[src/rtl/mdio_bridge_pkg.sv]
package mdio_bridge_pkg;
  localparam int HDR_W = 12;
  localparam int HALF_W = 16;
  localparam int PAGE_W = 10;

  typedef enum logic [1:0] {
    MODE_BYPASS = 2'd0,
    MODE_IGNORE = 2'd1,
    MODE_REG    = 2'd2,
    MODE_PAGE   = 2'd3
  } modeT;

  // control to datapath strobes
  typedef struct packed {
    logic decode;   // header complete, frame accepted
    logic commit;   // write data complete
    logic advance;  // shift read data by one bit
    logic drive;    // slave owns the pin
  } strobeT;
endpackage

[src/rtl/mdio_bridge_ctrl.sv]
module mdio_bridge_ctrl
  import mdio_bridge_pkg::*;
#(
  parameter int PRE_LEN = 32
) (
  input  logic              clk,
  input  logic              rstN,
  input  logic              mdc,
  input  logic              mdioIn,
  output strobeT            strb,
  output logic [HDR_W-1:0]  hdr,
  output logic [HALF_W-1:0] wdata
);
  localparam int PRE_W = $clog2(PRE_LEN + 1);

  typedef enum logic [2:0] {S_IDLE, S_START, S_HDR, S_TA, S_DATA} stateT;

  stateT             state;
  logic [2:0]        mdcSync;
  logic [1:0]        mdioSync;
  logic [PRE_W-1:0]  preCnt;
  logic [3:0]        bitCnt;
  logic [HDR_W-1:0]  hdrShift;
  logic              frameOk;
  logic              isRead;

  logic              rise;
  logic              bitIn;
  logic [HDR_W-1:0]  hdrNext;
  logic [HALF_W-1:0] dataNext;
  logic              opValid;

  assign rise     = mdcSync[1] & ~mdcSync[2];
  assign bitIn    = mdioSync[1];
  assign hdrNext  = {hdrShift[HDR_W-2:0], bitIn};
  assign dataNext = {wdata[HALF_W-2:0], bitIn};
  assign opValid  = (hdrNext[11:10] == 2'b01) || (hdrNext[11:10] == 2'b10);

  always_ff @(posedge clk) begin
    if (!rstN) begin
      mdcSync  <= '0;
      mdioSync <= '1;
      state    <= S_IDLE;
      preCnt   <= '0;
      bitCnt   <= '0;
      hdrShift <= '0;
      hdr      <= '0;
      wdata    <= '0;
      frameOk  <= 1'b0;
      isRead   <= 1'b0;
      strb     <= '0;
    end else begin
      mdcSync      <= {mdcSync[1:0], mdc};
      mdioSync     <= {mdioSync[0], mdioIn};
      strb.decode  <= 1'b0;
      strb.commit  <= 1'b0;
      strb.advance <= 1'b0;
      if (rise) begin
        case (state)
          S_IDLE: begin
            if (bitIn) begin
              if (preCnt < PRE_W'(PRE_LEN)) preCnt <= preCnt + 1'b1;
            end else begin
              if (preCnt >= PRE_W'(PRE_LEN)) state <= S_START;
              preCnt <= '0;
            end
          end
          S_START: begin
            state  <= bitIn ? S_HDR : S_IDLE;
            bitCnt <= '0;
          end
          S_HDR: begin
            hdrShift <= hdrNext;
            bitCnt   <= bitCnt + 1'b1;
            if (bitCnt == 4'd11) begin
              hdr         <= hdrNext;
              frameOk     <= opValid && (hdrNext[9:8] != MODE_IGNORE);
              strb.decode <= opValid && (hdrNext[9:8] != MODE_IGNORE);
              isRead      <= hdrNext[11:10] == 2'b10;
              state       <= S_TA;
              bitCnt      <= '0;
            end
          end
          S_TA: begin
            if (bitCnt == 4'd0) begin
              bitCnt <= 4'd1;
              if (frameOk && isRead) strb.drive <= 1'b1;
            end else begin
              strb.advance <= 1'b1;
              state        <= S_DATA;
              bitCnt       <= '0;
            end
          end
          S_DATA: begin
            wdata  <= dataNext;
            bitCnt <= bitCnt + 1'b1;
            if (bitCnt != 4'd15) begin
              strb.advance <= 1'b1;
            end else begin
              strb.drive  <= 1'b0;
              strb.commit <= frameOk && !isRead;
              state       <= S_IDLE;
              preCnt      <= '0;
            end
          end
          default: state <= S_IDLE;
        endcase
      end
    end
  end
endmodule

[src/rtl/mdio_bridge_dp.sv]
module mdio_bridge_dp
  import mdio_bridge_pkg::*;
#(
  parameter int ADDR_W = 19,
  parameter int DATA_W = 32
) (
  input  logic              clk,
  input  logic              rstN,
  input  strobeT            strb,
  input  logic [HDR_W-1:0]  hdr,
  input  logic [HALF_W-1:0] wdata,
  output logic              mdioOut,
  output logic              bypassHit,
  output logic              regWr,
  output logic              regRd,
  output logic [ADDR_W-1:0] regAddr,
  output logic [DATA_W-1:0] regWdata,
  input  logic [DATA_W-1:0] regRdata
);
  modeT              mode;
  logic              isRead;
  logic              upperHalf;
  logic [PAGE_W-1:0] page;
  logic [HALF_W-1:0] holdHi;
  logic [HALF_W-1:0] snapHi;
  logic [HALF_W:0]   readShift;
  logic [HALF_W-1:0] readVal;

  assign mode      = modeT'(hdr[9:8]);
  assign isRead    = hdr[11:10] == 2'b10;
  assign upperHalf = hdr[0];

  assign regAddr   = {page, hdr[7:5], hdr[4:1], 2'b00};
  assign regWdata  = {holdHi, wdata};
  assign regRd     = strb.decode && isRead && (mode == MODE_REG) && !upperHalf;
  assign regWr     = strb.commit && (mode == MODE_REG) && !upperHalf;
  assign bypassHit = strb.decode && (mode == MODE_BYPASS);
  assign mdioOut   = readShift[HALF_W];

  always_comb begin
    readVal = '1;
    if (mode == MODE_REG) readVal = upperHalf ? snapHi : regRdata[HALF_W-1:0];
  end

  always_ff @(posedge clk) begin
    if (!rstN) begin
      page      <= '0;
      holdHi    <= '0;
      snapHi    <= '0;
      readShift <= '1;
    end else begin
      if (strb.decode) begin
        readShift <= {1'b0, readVal};
        if (regRd) snapHi <= regRdata[DATA_W-1:HALF_W];
      end else if (strb.advance) begin
        readShift <= {readShift[HALF_W-1:0], 1'b1};
      end
      if (strb.commit) begin
        if (mode == MODE_PAGE) page <= wdata[PAGE_W-1:0];
        if (mode == MODE_REG && upperHalf) holdHi <= wdata;
      end
    end
  end
endmodule

[src/rtl/mdio_page_bridge.sv]
module mdio_page_bridge
  import mdio_bridge_pkg::*;
#(
  parameter int ADDR_W  = 19,
  parameter int DATA_W  = 32,
  parameter int PRE_LEN = 32
) (
  input  logic              clk,
  input  logic              rstN,
  input  logic              mdc,
  input  logic              mdioIn,
  output logic              mdioOut,
  output logic              mdioOe,
  output logic              bypassHit,
  output logic              regWr,
  output logic              regRd,
  output logic [ADDR_W-1:0] regAddr,
  output logic [DATA_W-1:0] regWdata,
  input  logic [DATA_W-1:0] regRdata
);
  strobeT            strb;
  logic [HDR_W-1:0]  hdr;
  logic [HALF_W-1:0] wdata;

  mdio_bridge_ctrl #(.PRE_LEN(PRE_LEN)) i_ctrl (
    .clk(clk), .rstN(rstN), .mdc(mdc), .mdioIn(mdioIn),
    .strb(strb), .hdr(hdr), .wdata(wdata)
  );

  mdio_bridge_dp #(.ADDR_W(ADDR_W), .DATA_W(DATA_W)) i_dp (
    .clk(clk), .rstN(rstN), .strb(strb), .hdr(hdr), .wdata(wdata),
    .mdioOut(mdioOut), .bypassHit(bypassHit), .regWr(regWr), .regRd(regRd),
    .regAddr(regAddr), .regWdata(regWdata), .regRdata(regRdata)
  );

  assign mdioOe = strb.drive;
endmodule

[config.mk]
export PLATFORM = sky130hd
export DESIGN_NAME = mdio_page_bridge
export DESIGN_NICKNAME = d
export VERILOG_FILES = /design/src/rtl/mdio_bridge_pkg.sv /design/src/rtl/mdio_bridge_ctrl.sv /design/src/rtl/mdio_bridge_dp.sv /design/src/rtl/mdio_page_bridge.sv
export SDC_FILE = /design/constraint.sdc
export NUM_CORES = 1
export LEC_CHECK = 0
export BUFFER_PORTS_ARGS = -buffer_cell sky130_fd_sc_hd__buf_2
export CAP_MARGIN = 20
export CORE_MARGIN = 3
export CORE_UTILIZATION = 56
export DETAILED_ROUTE_END_ITERATION = 6
export PLACE_DENSITY_LB_ADDON = 0.25
export SLEW_MARGIN = 15
export SYNTH_ARGS = -nofsm -noshare
export SYNTH_HDL_FRONTEND = slang
export SYNTH_SLANG_ARGS = --single-unit
export TNS_END_PERCENT = 30
[constraint.sdc]
create_clock -name clk -period 1.9 [get_ports clk]
set_input_delay 0.285 -clock clk [delete_from_list [all_inputs] [get_ports clk]]
set_output_delay 0.285 -clock clk [all_outputs]
set_load 0.05 [all_outputs]
# Word level (Yosys, flattened, before mapping)
# Cells that the tools add are included.
# classes
addsub	2
order_cmp	2
n_eq_ne	20
muxes	24
n_bitwise	5
n_reduce_logical	33
# op_table
op	n
17-bit two-way mux	2
16-bit two-way mux	2
6-bit two-way mux	3
4-bit one-hot mux with 4 select lines	1
3-bit two-way mux	5
3-bit one-hot mux with 5 select lines	1
2-bit AND reduction	7
6-bit one-hot mux with 2 select lines	1
1-bit logical AND	10
2-bit by 1-bit inequality test with 1-bit output, second input constant	5
2-bit == test, second input constant	4
4-bit AND reduction	2
6-bit by 1-bit adder with 6-bit output, second input constant	1
3-bit by 2-bit == test with 1-bit output, second input constant	2
6-bit >= comparator, second input constant	1
6-bit < comparator, second input constant	1
1-bit two-way mux	6
2-bit inequality test, second input constant	3
6-bit AND reduction	1
2-bit nonzero test	3
5-bit AND reduction	1
4-bit by 1-bit adder with 4-bit output, second input constant	1
4-bit == test, second input constant	1
4-bit zero test	1
17 further kinds	21
# totals
reg_bits	122
in_bits	36
output_inout_bits	56
word_cells	104

# Longest topological paths before layout
# depth
ltp_word	5
mapped_depth	8
ltp_nobuf	6

# By module
# A second synthesis with hierarchy kept.
# hier_totals
hier_cells	617
area_unflattened_um2	5452.7
# by_module_without_submodules
mod	n_inst	cells_per_inst	area_per_inst_um2
mdio_bridge_ctrl	1	293	2746.4
mdio_bridge_dp	1	324	2706.3

# Worst setup path before layout
# OpenSTA, ideal clock, no wires.
# synth_path
path_kind	reg-to-output
from	reg i_ctrl.strb[3] (netlist name)
to	out bypassHit
t_arrival_ps	2116
setup_slack_ps	-501
path_stages_with_launch	4
cell_sequence	dfxtp_1 > clkbuf_1 > clkbuf_1 > nor3b_1
# synth_via
elab_chain_len	1
# synth_lines
item	line_no	rtl
1-bit logical AND	mdio_bridge_dp.sv:37	assign bypassHit = strb.decode && (mode == MODE_BYPASS);
end, declared	mdio_page_bridge.sv:14	output logic bypassHit,
# No other way between the ends.

# Worst setup path after layout
# layout_path
from	reg i_ctrl.hdr[8]
to	out regRd
# layout_via
elab_chain_len	3
# layout_lines
item	line_no	rtl
start, declared	mdio_bridge_ctrl.sv:11	output logic [HDR_W-1:0] hdr,
start signal, assigned	mdio_bridge_ctrl.sv:76	hdr <= hdrNext;
2-bit == test	mdio_bridge_dp.sv:35	assign regRd = strb.decode && isRead && (mode == MODE_REG) && !upperHalf;
1-bit logical AND (2 in series)	mdio_bridge_dp.sv:35	
end, declared	mdio_page_bridge.sv:16	output logic regRd,
# No other way between the ends.

==> flow_summary.rst <==
.. list-table::
   :header-rows: 1

   * - Metric
     - Value
   * - Outcome
     - complete, but fails checks
   * - Violated checks
     - negative setup slack
   * - Portion of total power attributed to combinational logic
     - 0.028
   * - Cell row count
     - 35
   * - Highest-delay cell along the critical path
     - or4b_4
   * - Total standard cell area after synthesis
     - 5380 um2
   * - Ordered list of cells on the worst path
     - nand3b_4 > or4b_4 > clkinv_8 > buf_12
   * - Kind of start point of the critical path
     - flop
   * - RSZ-0062 raised after global routing
     - true
   * - Total CTS buffers
     - 17
   * - Synthesized instance count
     - 594
   * - Aggregate negative setup slack
     - -123 ps
   * - Worst supply voltage drop on vdd
     - 0.635 mV
   * - Overall die area
     - approximately 11000 um2
   * - Count of antenna-violating nets left after detailed routing
     - 0
   * - Share of total power consumed by net switching
     - 0.203
   * - Number of cells in the design after placement
     - 786
   * - Number of vias per cell
     - 5.43
   * - Worst endpoint required time
     - 1620 ps
   * - Final critical path time including I/O delays and setup
     - 2020 ps
   * - Total global routing overflow
     - 0
   * - Number of antenna violations at the first check in global routing
     - 0
   * - Reg-to-reg critical path endpoint
     - i_dp.snapHi[12]$_SDFFE_PN0P_
   * - Critical path capture point type
     - output pin
   * - Register area share after synthesis
     - 0.454
   * - CTS sink cnt
     - 122
   * - Number of buffers added on ports
     - 89
   * - Via Count
     - 4518
   * - CTS tree
     - built
   * - Power density over the cells
     - 913 nW/um2
   * - Multi-input gate area in the final layout
     - 2660 um2
   * - Worst Hold Depth
     - 3
   * - Area added between synthesis and finish
     - 25.4%
   * - Flip-flop and latch count after synthesis
     - 122
   * - Buffer levels on the longest clock path
     - 2
   * - Number of distinct library cells after synthesis
     - slightly above 60
   * - Vias in the first global route
     - 4387
   * - Detailed placer's ending HPWL
     - between 8000 and 9000 um
   * - Initial core utilization
     - 0.579
   * - DP Worst Slack
     - 119 ps
   * - Power share of the sequential group
     - 0.417
   * - Worst R2R Start
     - i_ctrl.hdr[8]$_SDFFE_PN0P_
   * - Number of placed I/O pins
     - 92
   * - Worst Hold Endpoint
     - i_dp.snapHi[2]$_SDFFE_PN0P_
   * - Largest delay share family, worst path
     - simple AND/OR/NAND/NOR gates
   * - Horiz. Die Dim
     - 104 um
   * - Final net count
     - 731
   * - Worst setup margin
     - -123 ps
   * - Combined buffer and inverter count along the critical path
     - 2
   * - Number of hold violations in the final report
     - 0
   * - Post-route clock period utilization
     - 1.06
   * - Post-layout total power
     - 0.00616 W
   * - Worst clock skew
     - 11.1 ps
   * - Class of the tightest hold or removal check
     - input pin to flop
   * - Later-pin clock latency in the skew report
     - 510 ps
   * - Tightest Pin Transition
     - 522 ps
   * - Max H-tree Level
     - 4
   * - Worst-case reg-to-reg path depth
     - 8
   * - Final cell count without fillers
     - 832
   * - Synthesized area per cell
     - roughly 9 um2
   * - Footprint of the flip-flops and latches
     - 2450 um2
   * - ANT cells
     - 0
   * - Critical setup path kind
     - flop to output pin
   * - Cell chosen for the clock root
     - clkbuf_8
   * - Dominant register cell in the synthesized netlist
     - dfxtp_1
   * - Average wire length per cell after detail routing
     - around 15 um
   * - Count of flip-flops with a built-in enable after synthesis
     - 0
   * - Data arrival at the endpoint of the critical path
     - 1740 ps
   * - R2R setup slack
     - 80 ps
   * - Switching power total
     - 0.00125 W
   * - Area of the core
     - 9280 um2
   * - Number of setup violations in the final report
     - 1
   * - Maximum clock rate
     - between 400 and 500 MHz
   * - Syn. warnings
     - 0
   * - Worst Hold Margin
     - 29.0 ps
   * - Biggest fanout along the worst timing path
     - 2
   * - All-layer global routing usage
     - 0.233
   * - HP Start
     - regRdata[18]
   * - Global-route wire length before repair
     - 20800 um
   * - Violation count after the first detailed-routing iteration
     - 186
   * - Clock slew seen by the registers of the worst setup and hold paths
     - 60 ps
   * - Relative max-transition margin
     - 0.649
   * - Pin count of the biggest net entering global routing
     - between 60 and 70
   * - DRC violation count after routing
     - 0
   * - Filler Cell Count
     - 711
   * - Weighted congestion at the end of routability-driven global placement
     - 0.818
   * - # Max-Cap Violations
     - 0
   * - Die Ht
     - 104 um
   * - Async set-reset flop share out of synthesis
     - 0
   * - Clk pwr share
     - 0.554
   * - Crit path largest cell delay
     - 570 ps
   * - Cell Int Power
     - 0.00491 W
   * - Ratio of cells with drive above 1 in the final layout
     - 0.260
   * - Pre-antenna DRT Iters
     - 5
   * - Leak pwr
     - 2.72 nW
   * - Detailed-route wire length
     - 12400 um
   * - Max-slew violation count
     - 0
-- cells in the mapped netlist (all sizes together) (3+ instances only) --
cell    count  share of area
a211oi     15          0.021
a21boi     60          0.090
a21oi      21          0.020
and2        5         0.0058
and3        8         0.0093
buf        21          0.029
clkbuf     29          0.020
dfxtp     122           0.45
ha          5          0.012
inv         7         0.0049
mux2i      30          0.056
nand2     139           0.10
nand2b      6         0.0070
nand3       7         0.0065
nand3b      5         0.0093
nor2        6         0.0042
nor2b      44          0.051
nor3        6         0.0056
nor3b       3         0.0051
o211ai     16          0.022
o21ai       5         0.0047
-- worst reg2reg max path, stage by stage (launching register included) --
cell and delay (ps):
dfxtp_2 320, nand3b_4 140, or4b_4 570, clkinv_8 80, buf_4 100, buf_4 160, buf_4 210, nand2_2 70
a21boi_2 110
-- sequential cells by signal, indices dropped and copies added (netlist names), 2 cells and up --
signal and flops:
i_ctrl.strb 4, i_dp.holdHi 16, i_ctrl.hdrShift 11, i_ctrl.mdioSync 2
i_ctrl.preCnt 6, i_ctrl.hdr 12, i_dp.snapHi 16, i_ctrl.state 3
i_ctrl.wdata 16, i_dp.page 10, i_ctrl.bitCnt 4, i_ctrl.mdcSync 3
i_dp.readShift 17
-- kinds of logic (layout without fill, tap and decap cells) --
| logic type | after synthesis | count (layout) | share of synthesized area |
|---|---|---|---|
| AOI/OAI and AO/OA | 131 | 131 | 0.183 |
| adders and majority gates | 5 | 5 | 0.0116 |
| xor gates and xnor gates | 2 | 2 | 0.00326 |
| DFF | 122 | 122 | 0.454 |
| other | 1 | 2 | 0.000698 |
| buffers and inverters | 58 | 166 | 0.0556 |
| muxes | 31 | 31 | 0.0580 |
| and+or+nand+nor | 244 | 244 | 0.234 |
-- repair_timing --
item / in CTS / in global routing
endpoints found under the setup margin: 3 / 4
hold buffers: 12 / 0
hold endpoints to repair: 12 / 0
pin swaps: 1 / 1
resized for setup: 9 / 4
setup buffers: 1 / 1
-- through the flow --
step	utilization	instance area [um2]
final	0.726	6740
after CTS	0.724	6720
after detailed placement	0.638	5920
after floorplan	-	5390
after global routing	0.726	6740
after global placement	0.638	5920
-- area by class of cell --
class	count	share of cell area
Clock inverter	12	0.0277
Multi-Input combinational cell	415	0.395
Clock buffer	20	0.0676
Timing Repair Buffer	126	0.117
Inverter	8	0.00631
Tap cell	129	0.0239
Sequential cell	122	0.363
-- how the worst max path moves through the flow --
stage / startpoint / endpoint / slack, ps / cells past startpoint
2_1_floorplan: i_ctrl.strb[3]$_SDFF_PN0_ / bypassHit / -20 / 3
3_3_place_gp: i_ctrl.state[1]$_SDFFE_PN0P_ / i_ctrl.bitCnt[3]$_SDFFE_PN0P_ / 160 / 4
3_5_place_dp: i_ctrl.state[1]$_SDFFE_PN0P_ / i_ctrl.bitCnt[3]$_SDFFE_PN0P_ / 120 / 4
4_1_cts: i_ctrl.hdr[8]$_SDFFE_PN0P_ / regRd / -160 / 4
5_1_grt: i_ctrl.hdr[8]$_SDFFE_PN0P_ / regRd / -160 / 4
6_report: i_ctrl.hdr[8]$_SDFFE_PN0P_ / regRd / -120 / 4
-- power by group through the flow --
stage	clock network [W]	registers, W	logic (W)
6_report	0.00341	0.00257	0.000174
5_1_grt	0.00358	0.00257	0.000188
4_1_cts	0.00346	0.00257	0.000173
3_5_place_dp	0	0.00262	0.000152
3_3_place_gp	0	0.00262	0.000151
2_1_floorplan	0	0.00262	0.0000967
-- cell usage in the layout (no fill, tap or decap), types with 3 or more instances in the layout --
| cell type | instances |
|---|---|
| nand2_1 | 130 |
| dfxtp_1 | 119 |
| buf_2 | 86 |
| nor2b_1 | 44 |
| a21boi_0 | 43 |
| mux2i_1 | 30 |
| buf_4 | 24 |
| a21oi_1 | 20 |
| o211ai_1 | 16 |
| clkbuf_16 | 16 |
| a211oi_1 | 15 |
| dlygate4sd3_1 | 12 |
| nand2_2 | 9 |
| a21boi_2 | 9 |
| and3_1 | 8 |
| a21boi_1 | 8 |
| inv_1 | 7 |
| nand3_1 | 7 |
| nand2b_1 | 6 |
| nor2_1 | 6 |
| and2_1 | 5 |
| ha_1 | 5 |
| nand3b_1 | 4 |
| nor3_1 | 4 |
| o21ai_0 | 4 |
| clkbuf_8 | 4 |
| bufinv_16 | 4 |
| clkinv_4 | 3 |
| clkinvlp_4 | 3 |
| dfxtp_2 | 3 |
-- per-layer routing --
layer  wire, um  up-vias  global-route usage  share of wire
met2       5940      143               0.378           0.48
met1       5590     2138               0.292           0.45
met5          0        -                   0              0
met3        653       24              0.0633          0.052
li1           -     2213                   -              -
met4        257        0               0.103          0.021
Power figures use the tool's default switching activity.
